[config.mk]
export PLATFORM = sky130hd
export DESIGN_NAME = hs_side_chan
export DESIGN_NICKNAME = d
export VERILOG_FILES = /design/src/rtl/hs_side_pkg.sv /design/src/rtl/hs_gap_timer.sv /design/src/rtl/hs_period_timer.sv /design/src/rtl/hs_rx_router.sv /design/src/rtl/hs_side_chan.sv
export SDC_FILE = /design/constraint.sdc
export NUM_CORES = 1
export LEC_CHECK = 0
export BUFFER_PORTS_ARGS = -buffer_cell sky130_fd_sc_hd__buf_2
export CORE_ASPECT_RATIO = 0.5
export CORE_MARGIN = 4
export CORE_UTILIZATION = 38
export CTS_BUF_LIST = sky130_fd_sc_hd__clkbuf_8 sky130_fd_sc_hd__clkbuf_16
export CTS_CLUSTER_DIAMETER = 30
export DETAILED_ROUTE_END_ITERATION = 8
export SYNTH_ARGS = -nofsm -noshare
export SYNTH_HDL_FRONTEND = slang
export SYNTH_HIERARCHICAL = 1
export SYNTH_SLANG_ARGS = --single-unit
export TNS_END_PERCENT = 50
[constraint.sdc]
create_clock -name clk -period 3.1 [get_ports clk]
set_input_delay 0.62 -clock clk [delete_from_list [all_inputs] [get_ports clk]]
set_output_delay 0.62 -clock clk [all_outputs]
set_load 0.005 [all_outputs]
[src/rtl/hs_side_pkg.sv]
package hs_side_pkg;

   // Bit order shared by the outgoing and incoming snapshots.
   typedef struct packed {
      logic ring;
      logic dtr;
      logic rts;
   } hs_snap_t;

   localparam int unsigned HS_CHANS = 3;

   // Safe levels while unlocked: bit0 cts high, bit1 dsr high, bit2 ring low.
   localparam logic [HS_CHANS-1:0] HS_SAFE_LVL = 3'b011;

   typedef enum logic [1:0] {
      BW_600  = 2'b00,
      BW_10K  = 2'b01,
      BW_5K   = 2'b10,
      BW_2K5  = 2'b11
   } hs_bw_e;

   function automatic int unsigned div_round(input int unsigned num, input int unsigned den);
      return (num + den / 2) / den;
   endfunction

   function automatic int unsigned max4(input int unsigned a, input int unsigned b,
                                        input int unsigned c, input int unsigned d);
      int unsigned m;
      m = a;
      if (b > m) m = b;
      if (c > m) m = c;
      if (d > m) m = d;
      return m;
   endfunction

endpackage

[src/rtl/hs_gap_timer.sv]
module hs_gap_timer
   import hs_side_pkg::*;
#(
   parameter int unsigned CW  = 15,
   parameter int unsigned G00 = 16667,
   parameter int unsigned G01 = 1000,
   parameter int unsigned G10 = 2000,
   parameter int unsigned G11 = 4000
) (
   input  logic          clk,
   input  logic          rst_n,
   input  logic          load,
   input  logic [1:0]    sel,
   output logic          open,
   output logic [CW-1:0] span
);

   logic [CW-1:0] cnt_q;

   always_comb begin
      case (hs_bw_e'(sel))
         BW_10K:  span = CW'(G01);
         BW_5K:   span = CW'(G10);
         BW_2K5:  span = CW'(G11);
         default: span = CW'(G00);
      endcase
   end

   assign open = (cnt_q == '0);

   always_ff @(posedge clk) begin
      if (!rst_n)       cnt_q <= '0;
      else if (load)    cnt_q <= span - CW'(1);
      else if (!open)   cnt_q <= cnt_q - CW'(1);
   end

   assert_gap_bound_R5: assert property (@(posedge clk) disable iff (!rst_n)
      load |=> (cnt_q < span + CW'(1)) || $changed(sel));

endmodule

[src/rtl/hs_period_timer.sv]
module hs_period_timer #(
   parameter int unsigned PERIOD = 16000,
   localparam int unsigned PW    = (PERIOD > 2) ? $clog2(PERIOD) : 1
) (
   input  logic clk,
   input  logic rst_n,
   input  logic restart,
   output logic due
);

   logic [PW-1:0] cnt_q;

   assign due = (cnt_q == PW'(PERIOD - 1));

   always_ff @(posedge clk) begin
      if (!rst_n)        cnt_q <= '0;
      else if (restart)  cnt_q <= '0;
      else if (!due)     cnt_q <= cnt_q + PW'(1);
   end

   assert_period_hold_R4: assert property (@(posedge clk) disable iff (!rst_n)
      (due && !restart) |=> due);

endmodule

[src/rtl/hs_rx_router.sv]
module hs_rx_router
   import hs_side_pkg::*;
(
   input  logic     clk,
   input  logic     rst_n,
   input  logic     locked,
   input  logic     loop_local,
   input  hs_snap_t loc_snap,
   input  logic     txd,
   input  logic     far_valid,
   input  hs_snap_t far_snap,
   input  logic     rxd_line,
   output logic     cts,
   output logic     dsr,
   output logic     rio,
   output logic     rxd
);

   hs_snap_t              far_q;
   logic [HS_CHANS-1:0]   far_now;
   logic [HS_CHANS-1:0]   out_q;
   logic                  rxd_q;

   always_ff @(posedge clk) begin
      if (!rst_n)         far_q <= '0;
      else if (far_valid) far_q <= far_snap;
   end

   assign far_now = far_valid ? far_snap : far_q;

   for (genvar g = 0; g < HS_CHANS; g++) begin : g_chan
      logic pick;
      assign pick = loop_local ? loc_snap[g] : far_now[g];
      always_ff @(posedge clk) begin
         if (!rst_n)                     out_q[g] <= HS_SAFE_LVL[g];
         else if (loop_local || locked)  out_q[g] <= pick;
         else                            out_q[g] <= HS_SAFE_LVL[g];
      end
   end

   always_ff @(posedge clk) begin
      if (!rst_n)           rxd_q <= 1'b0;
      else if (loop_local)  rxd_q <= txd;
      else if (locked)      rxd_q <= rxd_line;
      else                  rxd_q <= 1'b0;
   end

   assign cts = out_q[0];
   assign dsr = out_q[1];
   assign rio = out_q[2];
   assign rxd = rxd_q;

   assert_unlock_safe_R11: assert property (@(posedge clk) disable iff (!rst_n)
      (!locked && !loop_local) |=> (cts && dsr && !rio && !rxd));

   assert_local_loop_R9: assert property (@(posedge clk) disable iff (!rst_n)
      loop_local |=> ({rio, dsr, cts} == $past(loc_snap)) && (rxd == $past(txd)));

   assert_far_route_R8: assert property (@(posedge clk) disable iff (!rst_n)
      (locked && !loop_local && far_valid) |=> ({rio, dsr, cts} == $past(far_snap)));

endmodule

[src/rtl/hs_side_chan.sv]
module hs_side_chan
   import hs_side_pkg::*;
#(
   parameter int unsigned CLK_HZ     = 10_000_000,
   parameter int unsigned UPD_PERIOD = CLK_HZ / 625
) (
   input  logic       clk,
   input  logic       rst_n,
   input  logic       rts_in,
   input  logic       dtr_in,
   input  logic       ring_in,
   input  logic       txd_in,
   input  logic [1:0] bw_sel,
   output logic       snap_valid,
   input  logic       snap_ready,
   output logic [2:0] snap_data,
   input  logic       far_valid,
   input  logic [2:0] far_data,
   input  logic       rxd_line,
   input  logic       link_locked,
   input  logic       loop_local,
   input  logic       loop_remote,
   output logic       cts_out,
   output logic       dsr_out,
   output logic       rio_out,
   output logic       rxd_out,
   output logic       remote_loop_out,
   output logic       super_cmp
);

   localparam int unsigned G00  = div_round(CLK_HZ, 600);
   localparam int unsigned G01  = div_round(CLK_HZ, 10000);
   localparam int unsigned G10  = div_round(CLK_HZ, 5000);
   localparam int unsigned G11  = div_round(CLK_HZ, 2500);
   localparam int unsigned GMAX = max4(G00, G01, G10, G11);
   localparam int unsigned CW   = $clog2(GMAX + 1);

   if (CLK_HZ < 20000) begin : g_bad_clk
      $error("hs_side_chan: CLK_HZ too low for a two-clock minimum spacing");
   end
   if (UPD_PERIOD < 2) begin : g_bad_period
      $error("hs_side_chan: UPD_PERIOD must be at least 2");
   end

   hs_snap_t       loc_snap;
   logic           rts_q, dtr_q;
   logic           chg, pend_q, due, gap_open, slot_free, req, issue;
   logic [CW-1:0]  span;

   assign loc_snap = '{ring: ring_in, dtr: dtr_in, rts: rts_in};

   always_ff @(posedge clk) begin
      if (!rst_n) begin
         rts_q <= 1'b0;
         dtr_q <= 1'b0;
      end else begin
         rts_q <= rts_in;
         dtr_q <= dtr_in;
      end
   end

   assign chg       = (rts_in ^ rts_q) | (dtr_in ^ dtr_q);
   assign req       = pend_q | chg | due;
   assign slot_free = !snap_valid || snap_ready;
   assign issue     = req && gap_open && slot_free;

   always_ff @(posedge clk) begin
      if (!rst_n)      pend_q <= 1'b0;
      else if (issue)  pend_q <= 1'b0;
      else if (req)    pend_q <= 1'b1;
   end

   always_ff @(posedge clk) begin
      if (!rst_n) begin
         snap_valid <= 1'b0;
         snap_data  <= '0;
      end else if (issue) begin
         snap_valid <= 1'b1;
         snap_data  <= loc_snap;
      end else if (snap_ready) begin
         snap_valid <= 1'b0;
      end
   end

   hs_gap_timer #(
      .CW  (CW),
      .G00 (G00),
      .G01 (G01),
      .G10 (G10),
      .G11 (G11)
   ) u_gap (
      .clk   (clk),
      .rst_n (rst_n),
      .load  (issue),
      .sel   (bw_sel),
      .open  (gap_open),
      .span  (span)
   );

   hs_period_timer #(
      .PERIOD (UPD_PERIOD)
   ) u_period (
      .clk     (clk),
      .rst_n   (rst_n),
      .restart (issue),
      .due     (due)
   );

   hs_rx_router u_router (
      .clk        (clk),
      .rst_n      (rst_n),
      .locked     (link_locked),
      .loop_local (loop_local),
      .loc_snap   (loc_snap),
      .txd        (txd_in),
      .far_valid  (far_valid),
      .far_snap   (hs_snap_t'(far_data)),
      .rxd_line   (rxd_line),
      .cts        (cts_out),
      .dsr        (dsr_out),
      .rio        (rio_out),
      .rxd        (rxd_out)
   );

   assign remote_loop_out = loop_remote & ~loop_local;
   assign super_cmp       = (hs_bw_e'(bw_sel) == BW_600);

   // Checker state: distance since the last snapshot and the spacing it set.
   logic [CW-1:0] since_q, last_gap_q;
   logic          seen_q;

   always_ff @(posedge clk) begin
      if (!rst_n) begin
         since_q    <= '0;
         last_gap_q <= '0;
         seen_q     <= 1'b0;
      end else if (issue) begin
         since_q    <= '0;
         last_gap_q <= span;
         seen_q     <= 1'b1;
      end else if (since_q != {CW{1'b1}}) begin
         since_q    <= since_q + CW'(1);
      end
   end

   assert_min_space_R5: assert property (@(posedge clk) disable iff (!rst_n)
      (issue && seen_q) |-> (since_q >= last_gap_q - CW'(1)));

   assert_hold_stall_R7: assert property (@(posedge clk) disable iff (!rst_n)
      (snap_valid && !snap_ready) |=> (snap_valid && $stable(snap_data)));

endmodule

==> metrics, run 1 <==
cell repeated most along the worst path inv_2; gpl congestion about 0.9; Worst Path Max Fanout 7; CTS Sinks between 40 and 50; initial antenna violation count 0; Syn Area/Cell 9.28 µm²; Initial Util 40.7%; RSZ-0062 raised after global routing yes; PnR Total Power roughly 2.4 mW; Max Cap Violations 0; ant diodes 0; post-route minimum period approximately 3000 ps; Routed WL per cell between 10 and 15 µm; clk_lat worst skew slightly below 300 ps; CTS resizes 0; post-route cell area around 2800 µm²; Pre-antenna DRT Iters 4; Setup Fix Bufs, Post-CTS 0; Post-Place Cell Area about 2600 µm²; Root Buffer clkbuf_16; fmax about 0.33 GHz; Clk pin slew, worst setup/hold paths approximately 60 ps; Slew HR a little under three quarters; Tightest Hold Check Type register to register; Leak roughly 1.1 nW; crit path max-delay cell type or4b_1; area delta synth->final 20.3%; PD cells about 860 nW/µm²; Clock Tree Buf Depth 2; FF-to-FF setup slack ~93 ps; Num CTS Buffers 5; Arr. time, crit path approximately 3200 ps; io pins 27; Slew Viols, Final 0; dpl hpwl about 3.7 mm; gr usage total 13.9%; total grt overflow 0; CTS tree built; maximum vdd ir drop around 0.31 mV; Routed Antenna Nets 0; PortBufs 26; Cells after DPL 353; drt total wl a little under 5 mm; H-Tree Depth 2; Post-Syn Area about 2300 µm²; vias in the first global route 1866; global-route wire length before repair between 8 and 9 mm; final-stage net count 311; hold_buf cts 0; Setup crit start kind register; Syn Inst Count between 200 and 250; DIE HEIGHT around 63 µm; outcome finished clean; Synthesis Warnings 6; 1st-iter DRT viols 125; detailed-route via count 1943; CP peak stage delay ~550 ps; die width around 120 µm; layout cells sized above 1 25.3%; final std cells w/o fill approximately 360; DR vias/cell between 5 and 6; core outline area 5680 µm²; crit share post-route a little over nine tenths; CP Capture Type register; syn_nets 273; Worst Max-Slew Pin Slew about 420 ps; die area roughly 7500 µm²; final core occ 48.9%; setup TNS 0 ps; Final setup viols 0; Req. time, crit path 3270 ps; Setup WS post-layout 93.3 ps; largest net degree at the start of global routing 20; Crit Path Class register to register; Final Hold Fails 0; hold_ws about 470 ps; clk_skew between 7 and 8 ps; Place WS between 100 and 150 ps; DR DRC count 0; Cell Rows 19; crit-path cells ha_4 > and3_1 > nand4_1 > inv_2 > or2_4 > o311ai_4 > inv_2 > mux2i_2 > ha_2 > o211ai_1 > or4b_1 > xnor2_1 > nor2_1
## flip-flops by register name (all words and copies together), names as in the netlist
signal,cells
u_router/rio,1
u_period/cnt_q,14
rts_q,1
u_gap/cnt_q,15
u_router/far_q,3
u_router/rxd,1
u_router/dsr,1
snap_valid,1
dtr_q,1
snap_data,3
u_router/cts,1
pend_q,1
## worst max-delay path: cells and delay by family (launching register included)
family | cells | cell delay (ps)
compound gates | 2 | 440
xor+xnor | 1 | 160
fa+ha+maj | 2 | 430
buf+inv | 2 | 180
flops | 1 | 350
mux | 1 | 210
simple gates | 5 | 1110
## layout make-up
class                           count  area, µm²
Tap cell                           73       91.3
Multi-Input combinational cell    190       1400
Fill cell                         518       2900
Clock inverter                      2       38.8
Sequential cell                    43        863
Clock buffer                        6        139
Inverter                           12       45.0
Timing Repair Buffer               35        198
## layer usage
layer	global-route usage, %	wire, µm
met1	18.9	2470
met2	20.7	2130
met3	3.22	199
met4	6.72	104
met5	0	0
## power by group
part / leakage [nW] / total, mW / internal (mW) / switching, mW
registers: 0.353 / 0.788 / 0.662 / 0.126
clock network: 0.0875 / 0.625 / 0.405 / 0.220
logic: 0.657 / 0.982 / 0.464 / 0.517
total: 1.10 / 2.39 / 1.53 / 0.863
## placed cells by master, fill, tap and decap left out, types with 9 or more instances in the layout
cell / count
buf_4: 9
inv_1: 9
dfxtp_1: 41
buf_2: 26
nand2_1: 17
o21ai_0: 9
nor2_1: 25
mux2i_1: 12
## worst paths after layout
kind / from / end / cells after the start
setup / recovery: u_period/cnt_q[0] / u_gap/cnt_q[12] / 13
hold / removal: u_period/cnt_q[13] / u_period/cnt_q[13] / 2
setup reg to reg: u_period/cnt_q[0] / u_gap/cnt_q[12] / 13
hold reg to reg: u_period/cnt_q[13] / u_period/cnt_q[13] / 2
Power figures use the tool's default switching activity.
==> inputs of run 2 (changes only) <==
==> constraint.sdc (replaced) <==
create_clock -name clk -period 2.87 [get_ports clk]
set_input_delay 0.574 -clock clk [delete_from_list [all_inputs] [get_ports clk]]
set_output_delay 0.574 -clock clk [all_outputs]
set_load 0.005 [all_outputs]
==> run 2 against run 1 <==
  * Non-clock buffer count up 17
  * Cell area up 4.3%
  * Count of clock-buffer cells in the layout down 1
  * Global-route usage up 0.80 points
  * Largest cell class unchanged
  * First-iteration DRC count down 11%
  * Largest power group unchanged
  * Total power up 9.7%
  * Critical endpoint unchanged
==> metrics, run 2 (synthesis results as in run 1) <==
detailed-route via count 2009; Hold Path Stages 2; Pre-antenna DRT Iters 4; DR DRC count 0; final-stage net count ~330; setup TNS 0 ps; vias in the first global route about 1.9k; crit path max-delay cell type or4b_1; Leak 1.17 nW; maximum vdd ir drop ~0.33 mV; Num CTS Buffers 5; most flop-heavy register u_gap/cnt_q; dpl hpwl 3.98 mm; Final Hold Fails 0; biggest regs u_gap/cnt_q: 15 flops, u_period/cnt_q: 14 flops; largest net degree at the start of global routing 20; Max Cap Violations 0; clock network power share a little over a fifth; final core occ approximately half; crit-path cells ha_4 > and3_4 > nand4_1 > inv_2 > or2_4 > o311ai_4 > inv_2 > mux2i_2 > ha_2 > o211ai_1 > or4b_1 > xnor2_1 > nor2_1; layout cells sized above 1 a little under a third; Root Buffer clkbuf_16; max FFs per register 15; Cell Rows 19; ant diodes 0; R2R cell count 13; Tightest Hold Check Type register to register; Filler cells slightly above 500; CTS tree built; clk_lat worst skew ~290 ps; crit share post-route 96.9%; area delta synth->final 25.4%; gr usage total approximately 15%; sw frac ~38%; Slew HR a little under three quarters; Comb pwr share 46.0%; RSZ-0062 raised after global routing yes; Req. time, crit path roughly 3000 ps; FF+latch area approximately 860 µm²; post-route minimum period 2780 ps; clk_skew ~3.7 ps; Hold Path End snap_data[1]; CP peak stage delay about 500 ps; total grt overflow 0; Net Switching approximately 1000 µW; initial antenna violation count 0; hold_buf cts 0; Seq pwr share about a third; Arr. time, crit path just under 3000 ps; CTS Sinks 43; Routed WL per cell around 14 µm; Int Pwr 1.63 mW; core outline area approximately 5700 µm²; most common cell after layout, fill and taps aside dfxtp_1; global-route wire length before repair between 8 and 9 mm; Crit Path Class register to register; Worst Max-Slew Pin Slew approximately 420 ps; H-Tree Depth 2; Routed Antenna Nets 0; DIE HEIGHT around 63 µm; DR vias/cell about 5.3; Initial Util about two fifths; commonest non-fill, non-tap cells in the layout dfxtp_1 (41), buf_2 (26), buf_4 (26); Slew Viols, Final 0; CP Capture Type register; drt total wl between 5 and 6 mm; 1st-iter DRT viols 111; Clk pin slew, worst setup/hold paths 60 ps; Final setup viols 0; FF-to-FF setup slack ~90 ps; fmax between 0.3 and 0.4 GHz; outcome finished clean; io pins 27; cell repeated most along the worst path inv_2; Hold Path Origin snap_data[1]; gpl congestion around 0.84; PortBufs 26; Worst Path Max Fanout 5; die area 7470 µm²; die width 118 µm; Clock Tree Buf Depth 2; area of the multi-input gates 1420 µm²; PD cells 907 nW/µm²; Critical R2R Launch u_period/cnt_q[1]; end of the worst register-to-register path u_gap/cnt_q[12]; Setup crit start kind register
-- run 2: changes by cell type in the layout (fill, tap and decap cells not counted) --
cell        before  now
nor3b_2          1    2
nor2b_1          6    5
and3_4           0    1
and3_1           2    1
clkinvlp_4       0    2
buf_4            9   26
nor2b_2          0    1
nor3b_1          2    1
a21oi_4          0    1
bufinv_16        1    0
a21oi_2          1    0
clkbuf_8         1    0
-- run 2: how the worst max path moves through the flow --
stage,from,endpoint,slack [ps],cells after the start
after floorplan,u_period/cnt_q[1],u_gap/cnt_q[12],-370,15
after global placement,u_period/cnt_q[1],u_gap/cnt_q[12],120,13
after detailed placement,u_period/cnt_q[1],u_gap/cnt_q[12],20,13
after CTS,u_period/cnt_q[1],u_gap/cnt_q[12],30,13
after global routing,u_period/cnt_q[1],u_gap/cnt_q[12],-100,13
final,u_period/cnt_q[1],u_gap/cnt_q[12],90,13
-- run 2: critical path, delay by kind of cell, from the launching register on --
| family | cells | cell delay [ps] |
|---|---|---|
| AND/OR/NAND/NOR | 5 | 1050 |
| adder cells (fa/ha/maj) | 2 | 380 |
| AO/OA/AOI/OAI | 2 | 360 |
| flip-flops | 1 | 330 |
| multiplexers | 1 | 220 |
| XOR/XNOR | 1 | 170 |
| buffers and inverters | 2 | 160 |
-- run 2: through the flow --
step           total power [mW]  setup WS (ps)  hold WS, ps  cells  area, µm²
2_1_floorplan              1.68           -375          438    249       2340
3_3_place_gp               1.98            115          453    368       2710
3_5_place_dp               2.00           24.1          475    368       2710
4_1_cts                    2.60           32.2          487    376       2860
5_1_grt                    2.81           -102          510    378       2900
6_report                   2.63           90.1          482    378       2900
-- run 2: layer usage --
layer | vias to the layer above | wire (µm) | global-route usage [%]
li1 | 1027 | - | -
met1 | 938 | 2630 | 19.4
met2 | 36 | 2540 | 23.0
met3 | 8 | 186 | 3.31
met4 | 0 | 74 | 6.57
met5 | - | 0 | 0
-- run 2: layout make-up --
| cell class | count | share of cell area [%] |
|---|---|---|
| Multi-Input combinational cell | 190 | 49.1 |
| Sequential cell | 43 | 29.8 |
| Timing Repair Buffer | 52 | 11.2 |
| Clock buffer | 5 | 4.32 |
| Tap cell | 73 | 3.15 |
| Inverter | 12 | 1.56 |
| Clock inverter | 3 | 0.821 |
-- run 2: power groups by stage --
stage,registers (mW),logic [mW],clock network [mW]
6_report,0.841,1.21,0.578
2_1_floorplan,0.827,0.848,0
4_1_cts,0.837,1.18,0.586
3_3_place_gp,0.843,1.14,0
5_1_grt,0.855,1.33,0.621
3_5_place_dp,0.846,1.15,0
-- run 2: what timing repair did --
action,4_1_cts,5_1_grt
pin swaps,4,3
resized for setup,2,3
setup endpoints to repair,1,7
buffers inserted,0,2
==> inputs of run 3 (changes only) <==
==> constraint.sdc (replaced) <==
create_clock -name clk -period 3.4 [get_ports clk]
set_input_delay 0.68 -clock clk [delete_from_list [all_inputs] [get_ports clk]]
set_output_delay 0.68 -clock clk [all_outputs]
set_load 0.005 [all_outputs]
==> run 3 against run 2 <==
  * Clock power decreased by 17%
  * Core utilization decreased by 3.6 points
  * First-iteration DRC count decreased by 44%
  * Combinational power decreased by 29%
  * Wire length decreased by 11%
  * Sequential share of layout area increased by 2.1 points
  * Critical endpoint unchanged
==> metrics, run 3 (synthesis results as in run 1) <==
outcome finished clean; 1st-iter DRT viols 62; DR vias/cell 5.28; Initial Util 40.7%; DR DRC count 0; CP peak stage delay slightly above 500 ps; crit-path cells ha_1 > and3_1 > nand4_1 > inv_1 > or2_4 > o311ai_4 > inv_2 > mux2i_1 > ha_2 > o211ai_1 > or4b_1 > xnor2_1 > nor2_1; Pre-antenna DRT Iters 4; commonest non-fill, non-tap cells in the layout dfxtp_1 (43), buf_2 (26), nor2_1 (25); core outline area about 5700 µm²; ant diodes 0; dpl hpwl 3.65 mm; Worst Path Max Fanout 7; Setup Fix Bufs, Post-CTS 0; Cell Rows 19; Seq pwr share 34.6%; Routed WL per cell between 10 and 15 µm; CP Capture Type register; sw frac 38.0%; crit path max-delay cell type or4b_1; Routed Antenna Nets 0; Clock Tree Buf Depth 2; Slew Viols, Final 0; most flop-heavy register u_gap/cnt_q; gpl congestion 0.880; area delta synth->final 16.6%; Slew HR ~73%; CTS Sinks 43; die width 118 µm; final-stage net count roughly 300; initial antenna violation count 0; io pins 27; post-route cell area between 2000 and 3000 µm²; Worst Max-Slew Pin Slew just over 400 ps; Root Buffer clkbuf_16; maximum vdd ir drop between 0.2 and 0.3 mV; Arr. time, crit path between 3000 and 4000 ps; post-route minimum period 3060 ps; CTS resizes 0; Num CTS Buffers 5; most common cell after layout, fill and taps aside dfxtp_1; Setup crit start kind register; R2R cell count 13; Leak ~1.1 nW; PnR Total Power 2.05 mW; Clk pin slew, worst setup/hold paths 60 ps; largest net degree at the start of global routing 20; Tightest Hold Check Type register to register; Critical R2R Launch u_period/cnt_q[0]; end of the worst register-to-register path u_gap/cnt_q[12]; Final Hold Fails 0; global-route wire length before repair 8.58 mm; Hold Path End u_period/cnt_q[12]; hold_ws 493 ps; fmax approximately 0.33 GHz; CTS tree built; hold_buf cts 0; detailed-route via count 1885; biggest regs u_gap/cnt_q: 15 flops, u_period/cnt_q: 14 flops; DIE HEIGHT 63.1 µm; PD cells ~760 nW/µm²; max FFs per register 15; Final setup viols 0; Hold Path Stages 2; Net Switching between 700 and 800 µW; Comb pwr share 42.2%; vias in the first global route 1837; clk_lat worst skew around 280 ps; setup TNS 0 ps; total grt overflow 0; clock network power share a little under a quarter; Req. time, crit path around 3600 ps; Int Pwr between 1 and 1.5 mW; die area 7470 µm²; FF-to-FF setup slack between 300 and 400 ps; Post-Place Cell Area about 2500 µm²; H-Tree Depth 2; crit share post-route about nine tenths; Hold Path Origin u_period/cnt_q[12]; layout cells sized above 1 about 22%; drt total wl just under 5 mm; gr usage total a little over an eighth; Crit Path Class register to register; clk_skew slightly below 8 ps; PortBufs 26; RSZ-0062 raised after global routing no; Max Cap Violations 0
==> run 3: per-layer routing <==
metal  up-vias  GRT usage (%)  wire length (µm)
li1        979              -                 -
met1       876           18.1              2510
met2        25           22.4              2140
met3         5           3.13               137
met4         0           4.53                44
met5         -              0                 0
==> run 3: how the worst max path moves through the flow <==
stage / start / endpoint / slack [ps] / depth (start not counted)
floorplan: u_period/cnt_q[0] / u_gap/cnt_q[12] / 30 / 15
detailed placement: u_period/cnt_q[0] / u_gap/cnt_q[12] / 360 / 13
global placement: u_period/cnt_q[0] / u_gap/cnt_q[12] / 410 / 13
global route: u_period/cnt_q[0] / u_gap/cnt_q[12] / 70 / 13
CTS: u_period/cnt_q[0] / u_gap/cnt_q[12] / 350 / 13
finish: u_period/cnt_q[0] / u_gap/cnt_q[12] / 340 / 13
==> run 3: power by group through the flow <==
stage          registers, mW  logic (mW)  clock network (mW)
2_1_floorplan          0.691       0.700                   0
3_3_place_gp           0.716       0.849                   0
3_5_place_dp           0.718       0.861                   0
4_1_cts                0.707       0.865               0.495
5_1_grt                0.724       0.970               0.515
6_report               0.709       0.865               0.477
==> run 3: critical path: cells and delay by family (launching register included) <==
| family | cells | cell delay (ps) |
|---|---|---|
| simple gates | 5 | 1110 |
| fa+ha+maj | 2 | 530 |
| compound gates | 2 | 390 |
| flops | 1 | 350 |
| buf+inv | 2 | 200 |
| mux | 1 | 200 |
| xor+xnor | 1 | 170 |
==> run 3: cell type report <==
| cell class | instances | area (µm²) |
|---|---|---|
| inverter | 12 | 45.0 |
| clock buffer | 5 | 125 |
| tap | 73 | 91.3 |
| multi-input combinational | 190 | 1380 |
| timing repair buffer | 31 | 168 |
| sequential | 43 | 861 |
| clock inverter | 3 | 23.8 |
| fill | 530 | 2990 |
==> run 3: stage by stage <==
stage          setup WS (ps)  instances  util (%)
5_1_grt                 73.8        357      47.4
4_1_cts                  346        357      47.4
3_5_place_dp             356        349      44.8
2_1_floorplan           32.0        249         -
6_report                 336        357      47.4
3_3_place_gp             414        349      44.8
